## src/rtl/wdt_pulse_reset.sv

```systemverilog
module wdt_pulse_reset #(
  parameter int TIME_W       = 8,
  parameter int DEFAULT_TIME = 8,
  parameter int TICK_CYCLES  = 250000,
  parameter int RST_TICKS    = 1
) (
  input  logic              clk,
  input  logic              rst_n,
  input  logic              pwr_good,
  input  logic              strap_en,
  input  logic              ctl_wr,
  input  logic              ctl_en,
  input  logic              time_wr,
  input  logic [TIME_W-1:0] time_val,
  output logic              sys_rst_od_n,
  output logic              timeout_pulse,
  output logic              wd_running,
  output logic              wd_timed_out,
  output logic [TIME_W-1:0] wd_count
);
  localparam int PRE_W      = (TICK_CYCLES > 1) ? $clog2(TICK_CYCLES) : 1;
  localparam int RST_CYCLES = TICK_CYCLES * RST_TICKS;
  localparam int RST_W      = $clog2(RST_CYCLES + 1);

  logic              pg_q;
  logic [TIME_W-1:0] time_reg;
  logic [PRE_W-1:0]  pre;
  logic [RST_W-1:0]  rst_cnt;

  wire pg_rise   = pwr_good & ~pg_q;
  wire en_wr     = ctl_wr | pg_rise;
  wire en_val    = ctl_wr ? ctl_en : strap_en;
  wire start_req = en_wr & en_val;
  wire stop_req  = en_wr & ~en_val;
  wire tick      = wd_running & (pre == PRE_W'(TICK_CYCLES - 1));
  wire expire    = tick & ~en_wr & ~time_wr & (wd_count <= TIME_W'(1));

  assign sys_rst_od_n = (rst_cnt == '0);

  always_ff @(posedge clk or negedge rst_n) begin
    if (!rst_n) begin
      pg_q          <= 1'b0;
      time_reg      <= TIME_W'(DEFAULT_TIME);
      wd_count      <= TIME_W'(DEFAULT_TIME);
      pre           <= '0;
      wd_running    <= 1'b0;
      wd_timed_out  <= 1'b0;
      timeout_pulse <= 1'b0;
      rst_cnt       <= '0;
    end else begin
      pg_q          <= pwr_good;
      timeout_pulse <= expire;

      if (time_wr)
        time_reg <= time_val;

      if (start_req)
        wd_count <= time_wr ? time_val : time_reg;
      else if (time_wr)
        wd_count <= time_val;
      else if (expire)
        wd_count <= '0;
      else if (tick && !stop_req)
        wd_count <= wd_count - 1'b1;

      if (start_req || time_wr || tick || !wd_running)
        pre <= '0;
      else
        pre <= pre + 1'b1;

      if (start_req)
        wd_running <= 1'b1;
      else if (stop_req || expire)
        wd_running <= 1'b0;

      if (start_req)
        wd_timed_out <= 1'b0;
      else if (expire)
        wd_timed_out <= 1'b1;

      if (expire)
        rst_cnt <= RST_W'(RST_CYCLES);
      else if (rst_cnt != '0)
        rst_cnt <= rst_cnt - 1'b1;
    end
  end


  count_step_chk: assert property (@(posedge clk) disable iff (!rst_n)
    (wd_running && !en_wr && !time_wr) |=>
      (wd_count == $past(wd_count) || wd_count == $past(wd_count) - 1'b1));


  expiry_state_chk: assert property (@(posedge clk) disable iff (!rst_n)
    timeout_pulse |-> (wd_timed_out && !wd_running && wd_count == '0));


  pulse_single_chk: assert property (@(posedge clk) disable iff (!rst_n)
    timeout_pulse |=> !timeout_pulse);


  reset_on_expiry_chk: assert property (@(posedge clk) disable iff (!rst_n)
    timeout_pulse |-> !sys_rst_od_n);


  stopped_hold_chk: assert property (@(posedge clk) disable iff (!rst_n)
    (!wd_running && !start_req && !time_wr) |=> $stable(wd_count));


  sticky_flag_chk: assert property (@(posedge clk) disable iff (!rst_n)
    (wd_timed_out && !start_req) |=> wd_timed_out);
endmodule

```

## config.mk

```make
export PLATFORM = sky130hd
export DESIGN_NAME = wdt_pulse_reset
export DESIGN_NICKNAME = d
export VERILOG_FILES = /design/src/rtl/wdt_pulse_reset.sv
export SDC_FILE = /design/constraint.sdc
export NUM_CORES = 1
export LEC_CHECK = 0
export ABC_CLOCK_PERIOD_IN_PS = 2200
export BUFFER_PORTS_ARGS = -buffer_cell sky130_fd_sc_hd__buf_2
export CAP_MARGIN = 15
export CORE_MARGIN = 2
export CORE_UTILIZATION = 33
export CTS_BUF_LIST = sky130_fd_sc_hd__clkbuf_4 sky130_fd_sc_hd__clkbuf_8 sky130_fd_sc_hd__clkbuf_16
export DETAILED_ROUTE_END_ITERATION = 7
export PLACE_DENSITY = 0.6
export SYNTH_ARGS = -nofsm -noshare
export SYNTH_HDL_FRONTEND = slang
export SYNTH_SLANG_ARGS = --single-unit
```

## constraint.sdc

```tcl
create_clock -name clk -period 2.2 [get_ports clk]
set_input_delay 0.33 -clock clk [delete_from_list [all_inputs] [get_ports clk]]
set_output_delay 0.33 -clock clk [all_outputs]
set_load 0.02 [all_outputs]
```

==> results of run 1 <==
[metal layers]
layer | GRT usage | vias to the layer above | routed length, um
li1 | - | 1248 | -
met1 | 0.192 | 1195 | 3200
met2 | 0.239 | 40 | 3170
met3 | 0.0248 | 5 | 148
met5 | 0 | - | 0
met4 | 0.0369 | 0 | 73
[critical path, stage by stage (launching register included)]
cell and delay [ns]:
sky130_fd_sc_hd__dfrtp_1 0.42, sky130_fd_sc_hd__inv_2 0.10, sky130_fd_sc_hd__ha_2 0.19, sky130_fd_sc_hd__nor2b_4 0.16
sky130_fd_sc_hd__nand4_1 0.11, sky130_fd_sc_hd__or2_4 0.27, sky130_fd_sc_hd__inv_4 0.10, sky130_fd_sc_hd__buf_4 0.15
[where the power goes]
part / switching [mW] / internal, mW / total [mW]
logic: 0.356 / 0.305 / 0.661
clock network: 0.315 / 0.282 / 0.598
registers: 0.133 / 1.16 / 1.29
total: 0.805 / 1.74 / 2.55
[path summary, 6_finish.rpt]
check                            start           end  slack [ns]  cells past startpoint
min                           pwr_good          pg_q        0.15                      1
max reg2reg                wd_count[3]  wd_timed_out        0.14                      5
min in group asynchronous        rst_n    rst_cnt[1]        0.50                      2
max in group asynchronous        rst_n   wd_count[3]        1.09                      3
min reg2reg                     pre[0]        pre[0]        0.49                      1
max                         rst_cnt[0]  sys_rst_od_n        0.08                      7
[cell usage after synthesis, types with 2 or more instances]
| cell | instances | share of area |
|---|---|---|
| sky130_fd_sc_hd__or3_1 | 2 | 0.0042 |
| sky130_fd_sc_hd__inv_1 | 15 | 0.019 |
| sky130_fd_sc_hd__mux2i_1 | 4 | 0.013 |
| sky130_fd_sc_hd__o311ai_0 | 2 | 0.0059 |
| sky130_fd_sc_hd__a211oi_1 | 4 | 0.010 |
| sky130_fd_sc_hd__nor2b_1 | 3 | 0.0063 |
| sky130_fd_sc_hd__nor3b_1 | 2 | 0.0051 |
| sky130_fd_sc_hd__and2_1 | 4 | 0.0084 |
| sky130_fd_sc_hd__nand4_1 | 10 | 0.021 |
| sky130_fd_sc_hd__nand3_1 | 14 | 0.024 |
| sky130_fd_sc_hd__a21oi_1 | 12 | 0.020 |
| sky130_fd_sc_hd__o211ai_1 | 2 | 0.0051 |
| sky130_fd_sc_hd__or2_2 | 2 | 0.0042 |
| sky130_fd_sc_hd__or4_4 | 2 | 0.0076 |
| sky130_fd_sc_hd__nor2_1 | 49 | 0.062 |
| sky130_fd_sc_hd__o211a_1 | 2 | 0.0067 |
| sky130_fd_sc_hd__nand3b_1 | 3 | 0.0076 |
| sky130_fd_sc_hd__clkbuf_1 | 6 | 0.0076 |
| sky130_fd_sc_hd__nand2_1 | 34 | 0.043 |
| sky130_fd_sc_hd__dfrtp_1 | 54 | 0.46 |
| sky130_fd_sc_hd__and4_1 | 2 | 0.0059 |
| sky130_fd_sc_hd__xor2_1 | 11 | 0.032 |
| sky130_fd_sc_hd__nor4b_1 | 2 | 0.0059 |
| sky130_fd_sc_hd__xnor2_1 | 13 | 0.038 |
| sky130_fd_sc_hd__nor4_1 | 9 | 0.019 |
| sky130_fd_sc_hd__nand2b_1 | 6 | 0.013 |
| sky130_fd_sc_hd__ha_1 | 5 | 0.021 |
| sky130_fd_sc_hd__o221ai_1 | 3 | 0.0089 |
| sky130_fd_sc_hd__dfstp_2 | 2 | 0.018 |
| sky130_fd_sc_hd__o31ai_1 | 6 | 0.015 |
| sky130_fd_sc_hd__nor3_1 | 11 | 0.019 |
| sky130_fd_sc_hd__o21ai_0 | 9 | 0.015 |
[kinds of logic (layout without fill, tap and decap cells)]
family                   Yosys count  after routing
AND/OR/NAND/NOR                  159            159
adder cells (fa/ha/maj)            5              5
multiplexers                       5              5
AO/OA/AOI/OAI                     50             50
flip-flops                        56             56
buffers and inverters             23             79
XOR/XNOR                          24             24
[through the flow]
step,hold WS [ns],util,setup TNS (ns)
final,0.151,0.409,0
after global routing,0.140,0.409,-0.0215
after CTS,0.141,0.402,0
after detailed placement,0.312,0.388,0
after global placement,0.311,0.388,0
after floorplan,0.0344,-,0
[layout make-up]
| cell class | instances | area [um2] |
|---|---|---|
| Clock buffer | 8 | 97.6 |
| Fill cell | 882 | 5150 |
| Tap cell | 108 | 135 |
| Timing Repair Buffer | 55 | 369 |
| Multi-Input combinational cell | 243 | 1500 |
| Inverter | 16 | 62.6 |
| Sequential cell | 56 | 1400 |
[repair_timing]
action                                  CTS  global route
buffers inserted                          1             5
endpoints found under the setup margin    1            11
hold buffers                              1             0
endpoints found under the hold margin    16             0
pin swaps                                 0             1
gates resized for setup                   5             6
[cell usage in the layout (no fill, tap or decap), types with 3 or more instances in the layout]
cell type / n
sky130_fd_sc_hd__o21ai_0: 9
sky130_fd_sc_hd__nor2_1: 49
sky130_fd_sc_hd__a21oi_1: 12
sky130_fd_sc_hd__xnor2_1: 13
sky130_fd_sc_hd__nor4_1: 8
sky130_fd_sc_hd__o31ai_1: 6
sky130_fd_sc_hd__and2_1: 4
sky130_fd_sc_hd__nand2_1: 34
sky130_fd_sc_hd__nand4_1: 10
sky130_fd_sc_hd__mux2i_1: 4
sky130_fd_sc_hd__nor3_1: 10
sky130_fd_sc_hd__ha_1: 4
sky130_fd_sc_hd__a211oi_1: 4
sky130_fd_sc_hd__inv_1: 14
sky130_fd_sc_hd__nand3b_1: 3
sky130_fd_sc_hd__nand2b_1: 6
sky130_fd_sc_hd__o221ai_1: 3
sky130_fd_sc_hd__dfrtp_1: 54
sky130_fd_sc_hd__xor2_1: 11
sky130_fd_sc_hd__nand3_1: 14
sky130_fd_sc_hd__buf_2: 25
sky130_fd_sc_hd__clkbuf_8: 6
sky130_fd_sc_hd__buf_4: 27
==> Flow_metrics.wiki, run 1 <==
{| class="wikitable"
! Metric !! Value
|-
| Remaining design rule violation count || 0
|-
| Pin count of the biggest net entering global routing || 40
|-
| Outcome || finished clean
|-
| Placed cell areas || 3380 um2
|-
| Synthesized netlist cell count || 322
|-
| Startpoint type of the worst setup path || flop
|-
| Endpoint kind of the worst setup timing path || primary output
|-
| Final cell area excluding filler cells || 3570 um2
|-
| Maximum level of the CTS H-tree || 2
|-
| Buffers added on ports || 26
|-
| Fraction of the mapped netlist area in simple logic gates || 0.273
|-
| XOR/XNOR share of the synthesized area || 0.0708
|-
| Max FO, Critical Path || 7
|-
| Static leakage || 1.51 nW
|-
| Part of the cycle the worst path needs || 0.962
|-
| Worst-Skew Late Latency || 0.30 ns
|-
| Layout overhead on the synthesized area || 20.2%
|-
| Number of nets in the final layout || 397
|-
| Kind of critical path || reg -> out
|-
| Detailed-route vias per instance || 5.12
|-
| Seq/Total Area, Yosys || 0.473
|-
| Overall track demand over capacity in global routing || 0.143
|-
| CTS tree || done
|-
| Total power density per cell area || 714 nW/um2
|-
| Routability-driven placement congestion ratio || 0.896
|-
| Die Height || 98.8 um
|-
| Row cnt || 34
|-
| Worst relative slew slack || 0.680
|-
| Final Slew Violations || 0
|-
| Total global routing overflow || 0
|-
| Shortest period the worst path allows || 2.12 ns
|-
| Clock tree skew after final layout || 0.00902 ns
|-
| Non-filler instance count after layout || 486
|-
| Cell area after synthesis || 2970 um2
|-
| Horizontal die dimension || 98.8 um
|-
| Clock-pin slew on the worst setup and hold paths || 0.10 ns
|-
| Final routed wirelength across all metal layers || 6590 um
|-
| Core Area || 8720 um2
|-
| Share of layout cells above drive strength 1 || 0.206
|-
| Post-synth EDFFs || 0
|-
| Starting DRC count in detailed routing || 93
|-
| IO Pins || 27
|-
| Setup WS pre-CTS || 0.0930 ns
|-
| Largest family of logic cells by synthesized area || simple AND/OR/NAND/NOR gates
|-
| Number of global-route vias before repair || 2530
|-
| Total of endpoints with negative setup slack in the final report || 0
|-
| CTS Sinks || 56
|-
| Global-route wire length before repair || 11600 um
|-
| Max Clk Rate || 473 MHz
|-
| Largest registers ranked by flip-flop count || pre (18), rst_cnt (18)
|-
| Total number of yosys warnings || 0
|-
| Adder-cell share of the synthesized area || 0.0211
|-
| Root buffer selected by CTS || sky130_fd_sc_hd__clkbuf_8
|-
| Maximum ir drop on the vdd rail || 0.000292 V
|-
| Slew at the pin closest to its max-slew limit || 0.468 ns
|-
| Min-delay worst type || in -> reg
|-
| Async set-reset flop share out of synthesis || 1.00
|-
| Number of nets with antenna violations after detailed routing || 0
|-
| Count of vias placed by the detailed router || 2488
|-
| Arrival time reported for the critical path endpoint || 1.79 ns
|-
| Final count of hold timing violations || 0
|-
| WL/cell || 13.6 um
|-
| Data required, critical path || 1.87 ns
|-
| Share of synthesized area spent on multiplexers || 0.0173
|-
| Max cap viols || 0
|-
| Count of unique library cells instantiated by Yosys || 49
|-
| Primary flip-flop cell chosen by synthesis mapping || sky130_fd_sc_hd__dfrtp_1
|-
| Buffers from clock root to sink, at most || 2
|-
| Total design power || 2.55 mW
|-
| Number of antenna violations at the first check in global routing || 0
|-
| Synthesized-area fraction occupied by ao, oa, aoi and oai cells || 0.115
|-
| Instance count after placement with tap cells included || 471
|-
| # diodes || 0
|-
| Detailed-router iteration count before antenna repair || 5
|-
| Total clock buffers created by CTS || 5
|-
| Register bit total from synthesis || 56
|-
| Half-perimeter wire length after placement || 4840 um
|-
| Initial core utilization || 0.340
|-
| Die ar. || 9770 um2
|-
| Syn Nets || 342
|-
| Final setup slack of the worst path || 0.0839 ns
|-
| Mean instance size in the synthesized netlist || 9.22 um2
|}
No activity file was read; power rests on OpenSTA's default activity.
==> inputs of run 2 (changes only) <==
CORE_ASPECT_RATIO = 1.75   (was unset)
CORE_MARGIN = unset   (was 2)
SLEW_MARGIN = 20   (was unset)
==> run 2 against run 1 <==
  * Sequential share of layout area fell by 0.62 points
  * Sequential power about the same
  * Hold slack worse by 0.10 ns
  * Setup slack worse by 0.0011 ns
  * Final area up 1.6%
  * Clock power is 71% higher
  * Cell count increased by 0.82%
  * Register-to-register slack lost 0.06 ns
  * Critical path depth shrank 2
  * Fmax about the same
  * Critical path type is now reg -> reg
==> Flow_metrics.wiki, run 2 (synthesis gave the netlist of run 1 again) <==
{| class="wikitable"
! Metric !! Value
|-
| Tightest hold margin || 0.0492 ns (-0.102 ns)
|-
| Final-layout fill cell count || 862 (-2.3%)
|-
| Min-delay worst type || in -> async
|-
| Endpoint of the worst register-to-register path || rst_cnt[3]
|-
| IO Pins || 27 (unchanged)
|-
| Origin of the critical flop-to-flop path || wd_count[6]
|-
| Outcome || finished clean
|-
| Number of nets with antenna violations after detailed routing || 0 (unchanged)
|-
| Die ar. || 9390 um2 (-3.9%)
|-
| Total clock buffers created by CTS || 5 (unchanged)
|-
| Cell depth of the worst flop-to-flop path || 5 (unchanged)
|-
| Initial core utilization || 0.340 (about the same)
|-
| # hold bufs at CTS || 0 (-1)
|-
| Row cnt || 45 (+32%)
|-
| Leading cell type in the layout, fill and taps excluded || sky130_fd_sc_hd__dfrtp_1
|-
| Max FO, Critical Path || 10 (+3)
|-
| Routability-driven placement congestion ratio || 0.844 (-5.8%)
|-
| Clock-pin slew on the worst setup and hold paths || 0.07 ns (-0.03 ns)
|-
| CTS Sinks || 56 (unchanged)
|-
| Core Area || 8730 um2 (about the same)
|-
| Endpoint kind of the worst setup timing path || flop
|-
| Kind of critical path || reg -> reg
|-
| Global-route wire length before repair || 11500 um (-0.95%)
|-
| Buffers added on ports || 26 (unchanged)
|-
| Horizontal die dimension || 73.7 um (-25%)
|-
| Maximum level of the CTS H-tree || 2 (unchanged)
|-
| Maximum ir drop on the vdd rail || 0.000452 V (+55%)
|-
| Number of nets in the final layout || 392 (-1.3%)
|-
| Final Slew Violations || 0 (unchanged)
|-
| Shortest period the worst path allows || 2.12 ns (+0.00108 ns)
|-
| Root buffer selected by CTS || sky130_fd_sc_hd__clkbuf_16
|-
| Total global routing overflow || 0 (unchanged)
|-
| Total of endpoints with negative setup slack in the final report || 0 (unchanged)
|-
| Data required, critical path || 2.37 ns (+0.50 ns)
|-
| Startpoint type of the worst setup path || flop
|-
| Largest registers ranked by flip-flop count || pre (18), rst_cnt (18)
|-
| Worst relative slew slack || 0.578 (-0.102)
|-
| CTS tree || done
|-
| Clock tree skew after final layout || 0.00797 ns (-0.00106 ns)
|-
| Detailed-route vias per instance || 5.05 (-1.3%)
|-
| Final count of hold timing violations || 0 (unchanged)
|-
| Total power density per cell area || 810 nW/um2 (+13%)
|-
| RSZ-0062 raised after global routing || false
|-
| Overall track demand over capacity in global routing || 0.158 (+0.0158)
|-
| Setup_tns || 0 ns (unchanged)
|-
| Max cap viols || 0 (unchanged)
|-
| Final routed wirelength across all metal layers || 6680 um (+1.4%)
|-
| Detailed-router iteration count before antenna repair || 4 (-1)
|-
| Layout overhead on the synthesized area || 22.2%
|-
| Worst-Skew Late Latency || 0.29 ns (about the same)
|-
| Pin count of the biggest net entering global routing || 32 (-20%)
|-
| Part of the cycle the worst path needs || 0.962 (about the same)
|-
| Slew at the pin closest to its max-slew limit || 0.632 ns (+0.165 ns)
|-
| Max Clk Rate || 472 MHz (about the same)
|-
| Buffers from clock root to sink, at most || 2 (unchanged)
|-
| Total design power || 2.94 mW (+15%)
|-
| # diodes || 0 (unchanged)
|-
| Arrival time reported for the critical path endpoint || 2.28 ns (+0.49 ns)
|-
| Share of layout cells above drive strength 1 || 0.193 (-0.0133)
|-
| Static leakage || 1.52 nW (+0.88%)
|-
| Count of vias placed by the detailed router || 2475 (-0.52%)
|-
| Starting DRC count in detailed routing || 70 (-25%)
|-
| Remaining design rule violation count || 0 (unchanged)
|-
| Slack of the worst reg-to-reg path || 0.08 ns (-0.06 ns)
|-
| Die Height || 127 um (+29%)
|-
| Half-perimeter wire length after placement || 4990 um (+3.1%)
|-
| Number of global-route vias before repair || 2527 (-0.12%)
|-
| Number of antenna violations at the first check in global routing || 0 (unchanged)
|-
| Most frequent cells in the layout || sky130_fd_sc_hd__dfrtp_1 (54), sky130_fd_sc_hd__nor2_1 (49), sky130_fd_sc_hd__nand2_1 (34)
|-
| WL/cell || 13.6 um (+0.54%)
|}
run 2: where the power goes:
| group | switching (mW) | internal [mW] | total [mW] |
|---|---|---|---|
| registers | 0.126 | 1.16 | 1.28 |
| clock network | 0.354 | 0.665 | 1.02 |
| logic | 0.348 | 0.288 | 0.635 |
| total | 0.827 | 2.11 | 2.94 |
run 2: worst max-delay path by stage:
stage                      from            to  depth (start not counted)
finish              wd_count[6]    rst_cnt[3]                          5
global route        wd_count[6]    rst_cnt[3]                          5
CTS                 rst_cnt[15]  sys_rst_od_n                          6
detailed placement  wd_count[6]    rst_cnt[3]                          5
global placement    wd_count[6]   rst_cnt[11]                          5
floorplan           wd_count[4]    rst_cnt[0]                          4
run 2: per-stage QoR:
stage | std cells | cell area, um2 | utilization | setup slack (ns)
floorplan | 322 | 2970 | - | 0.0110
global placement | 481 | 3400 | 0.390 | 0.133
CTS | 489 | 3610 | 0.413 | 0.0431
global route | 490 | 3630 | 0.415 | 0.000920
detailed placement | 481 | 3400 | 0.390 | 0.0800
finish | 490 | 3630 | 0.415 | 0.0828
run 2: timing repair:
item	in CTS	in global routing
setup buffers	0	1
endpoints found under the setup margin	1	15
gates resized for setup	4	3
gates cloned	0	0
run 2: layer usage:
metal | part of all wire | up-vias | global-route usage
li1 | - | 1234 | -
met1 | 0.42 | 1196 | 0.182
met2 | 0.54 | 36 | 0.282
met3 | 0.022 | 9 | 0.0268
met4 | 0.021 | 0 | 0.0656
met5 | 0 | - | 0
run 2: area by class of cell:
type | instances | area, um2 | share of cell area
clock inverter | 2 | 60.1 | 0.0166
sequential | 56 | 1400 | 0.387
timing repair buffer | 50 | 329 | 0.0908
clock buffer | 6 | 133 | 0.0366
inverter | 16 | 60.1 | 0.0166
tap | 117 | 146 | 0.0404
multi-input combinational | 243 | 1490 | 0.412
run 2: worst max-delay path: stages (launching register included):
cell                      delay, ns
sky130_fd_sc_hd__dfrtp_1       0.41
sky130_fd_sc_hd__or4_4         0.54
sky130_fd_sc_hd__or4_4         0.57
sky130_fd_sc_hd__nor4_4        0.24
sky130_fd_sc_hd__buf_6         0.17
sky130_fd_sc_hd__a21oi_1       0.05
==> inputs of run 3 (changes only) <==
ABC_CLOCK_PERIOD_IN_PS = unset   (was 2200)
CORE_UTILIZATION = 50   (was 33)
PLACE_DENSITY = 0.81   (was 0.6)
==> run 3 against run 2 <==
  * The run now ends with hold timing left
  * Count of clock-buffer cells in the layout is 1 higher
  * Wire length grew 1.2%
  * Sequential cell count is the same
  * Critical path type unchanged
==> Flow_metrics.wiki, run 3 (synthesis gave the netlist of run 1 again) <==
{| class="wikitable"
! Metric !! Value
|-
| Outcome || finished with violations
|-
| Failing checks || hold timing
|-
| Part of the cycle the worst path needs || 0.976 (+0.0137)
|-
| Shortest period the worst path allows || 2.15 ns (+0.0302 ns)
|-
| Final routed wirelength across all metal layers || 6760 um (+1.2%)
|-
| Arrival time reported for the critical path endpoint || 2.36 ns (+0.08 ns)
|-
| Placed cell areas || 3350 um2 (-1.5%)
|-
| Min-delay worst type || in -> async
|-
| Final setup slack of the worst path || 0.0525 ns (-0.0302 ns)
|-
| Initial core utilization || 0.527 (+0.187)
|-
| Max stage delay cell, worst path || sky130_fd_sc_hd__or4_4
|-
| Total clock buffers created by CTS || 5 (unchanged)
|-
| Register area || 1410 um2 (about the same)
|-
| Crit path cell chain || or4_4, nor4_2, or3_1, o311ai_0, mux2_2
|-
| Clock tree skew after final layout || 0.00466 ns (-0.00330 ns)
|-
| Layout overhead on the synthesized area || 17.7%
|-
| Count of vias placed by the detailed router || 2535 (+2.4%)
|-
| Static leakage || 1.49 nW (-2.2%)
|-
| Total power density per cell area || 726 nW/um2 (-10%)
|-
| Max FO, Critical Path || 4 (-6)
|-
| Die Height || 104 um (-18%)
|-
| Final cell area excluding filler cells || 3490 um2 (-3.7%)
|-
| Final-layout fill cell count || 486 (-44%)
|-
| Total global routing overflow || 0 (unchanged)
|-
| Tightest hold margin || -0.0114 ns (-0.0606 ns)
|-
| Global-route wire length before repair || 11700 um (+1.2%)
|-
| Most frequent cells in the layout || sky130_fd_sc_hd__dfrtp_1 (53), sky130_fd_sc_hd__nor2_1 (49), sky130_fd_sc_hd__nand2_1 (34)
|-
| CTS tree || done
|-
| Worst relative slew slack || 0.584 (+0.00522)
|-
| WL/cell || 15.0 um (+10%)
|-
| Total of endpoints with negative setup slack in the final report || 0 (unchanged)
|-
| IO Pins || 27 (unchanged)
|-
| Number of antenna violations at the first check in global routing || 0 (unchanged)
|-
| Routability-driven placement congestion ratio || 0.845 (about the same)
|-
| Number of global-route vias before repair || 2593 (+2.6%)
|-
| Slew at the pin closest to its max-slew limit || 0.620 ns (-0.0126 ns)
|-
| Leading cell type in the layout, fill and taps excluded || sky130_fd_sc_hd__dfrtp_1
|-
| Core utilization of the finished layout || 0.620 (+0.205)
|-
| Data required, critical path || 2.41 ns (+0.04 ns)
|-
| # diodes || 0 (unchanged)
|-
| Total design power || 2.53 mW (-14%)
|-
| CTS Sinks || 56 (unchanged)
|-
| Clock-pin slew on the worst setup and hold paths || 0.10 ns (+0.03 ns)
|-
| Max Clk Rate || 466 MHz (-1.4%)
|-
| Root buffer selected by CTS || sky130_fd_sc_hd__clkbuf_8
|-
| Horizontal die dimension || 60.2 um (-18%)
|-
| Largest registers ranked by flip-flop count || pre (18), rst_cnt (18)
|-
| Max cap viols || 0 (unchanged)
|-
| Die ar. || 6260 um2 (-33%)
|-
| Detailed-router iteration count before antenna repair || 4 (unchanged)
|-
| Half-perimeter wire length after placement || 4980 um (-0.12%)
|-
| Maximum ir drop on the vdd rail || 0.000541 V (+20%)
|-
| Overall track demand over capacity in global routing || 0.245 (+0.0864)
|-
| Worst stage delay on the critical path || 0.54 ns (-0.03 ns)
|-
| Core Area || 5630 um2 (-35%)
|-
| Worst-Skew Late Latency || 0.31 ns (+0.02 ns)
|-
| Row cnt || 36 (-20%)
|-
| Endpoint kind of the worst setup timing path || flop
|-
| Final count of hold timing violations || 7 (+7)
|-
| # hold bufs at CTS || 0 (unchanged)
|-
| Buffers added on ports || 26 (unchanged)
|-
| Number of nets with antenna violations after detailed routing || 0 (unchanged)
|-
| Multi-input gate area in the final layout || 1500 um2 (+0.17%)
|-
| Pin count of the biggest net entering global routing || 57 (+78%)
|-
| Final Slew Violations || 0 (unchanged)
|-
| Startpoint type of the worst setup path || flop
|-
| Remaining design rule violation count || 0 (unchanged)
|-
| Buffers from clock root to sink, at most || 2 (unchanged)
|-
| Share of layout cells above drive strength 1 || 0.198 (+0.00483)
|-
| Setup WS pre-CTS || 0.0967 ns (+0.0166 ns)
|-
| Detailed-route vias per instance || 5.63 (+12%)
|-
| Kind of critical path || reg -> reg
|-
| Starting DRC count in detailed routing || 95 (+36%)
|-
| Maximum level of the CTS H-tree || 2 (unchanged)
|-
| Number of nets in the final layout || 394 (+0.51%)
|}
[run 3: worst max-delay path: cells and delay by family, from the launching register on]
family | cells | cell delay (ns)
AOI/OAI and AO/OA | 1 | 0.12
DFF | 1 | 0.41
muxes | 1 | 0.29
and+or+nand+nor | 3 | 1.22
[run 3: final cells by class]
cell class	count	area share
Tap cell	76	0.0272
Inverter	16	0.0172
Sequential cell	56	0.402
Multi-Input combinational cell	243	0.428
Clock buffer	7	0.0276
Timing Repair Buffer	52	0.0974
[run 3: routing by layer]
layer	global-route usage	up-vias	wire [um]
li1	-	1242	-
met1	0.274	1212	2570
met2	0.429	64	3790
met3	0.0398	17	200
met4	0.115	0	199
met5	0	-	0
[run 3: through the flow]
step	TNS (ns)	cells
finish	0	450
global route	-0.00327	450
CTS	0	447
detailed placement	0	440
global placement	0	440
floorplan	0	322
[run 3: path summary, 6_finish.rpt]
path	startpoint	end	slack [ns]	cells past startpoint
setup reg to reg	wd_count[6]	wd_count[1]	0.05	5
hold / removal	rst_n	pre[16]	-0.01	2
hold reg to reg	pre[0]	pre[0]	0.49	1
max in group asynchronous	rst_n	wd_count[3]	1.91	2
setup / recovery	wd_count[6]	wd_count[1]	0.05	5
min in group clk	pwr_good	pg_q	0.16	1
[run 3: repair_timing]
item / CTS / global route
endpoints found under the hold margin: 0 / 0
endpoints found under the setup margin: 1 / 2
setup buffers: 0 / 3
gates resized for setup: 4 / 5
pin swaps: 0 / 1
[run 3: power by group]
group | switching [mW] | leakage (nW) | internal [mW]
clock | 0.330 | 0.0503 | 0.281
sequential | 0.134 | 0.685 | 1.16
combinational | 0.353 | 0.752 | 0.282
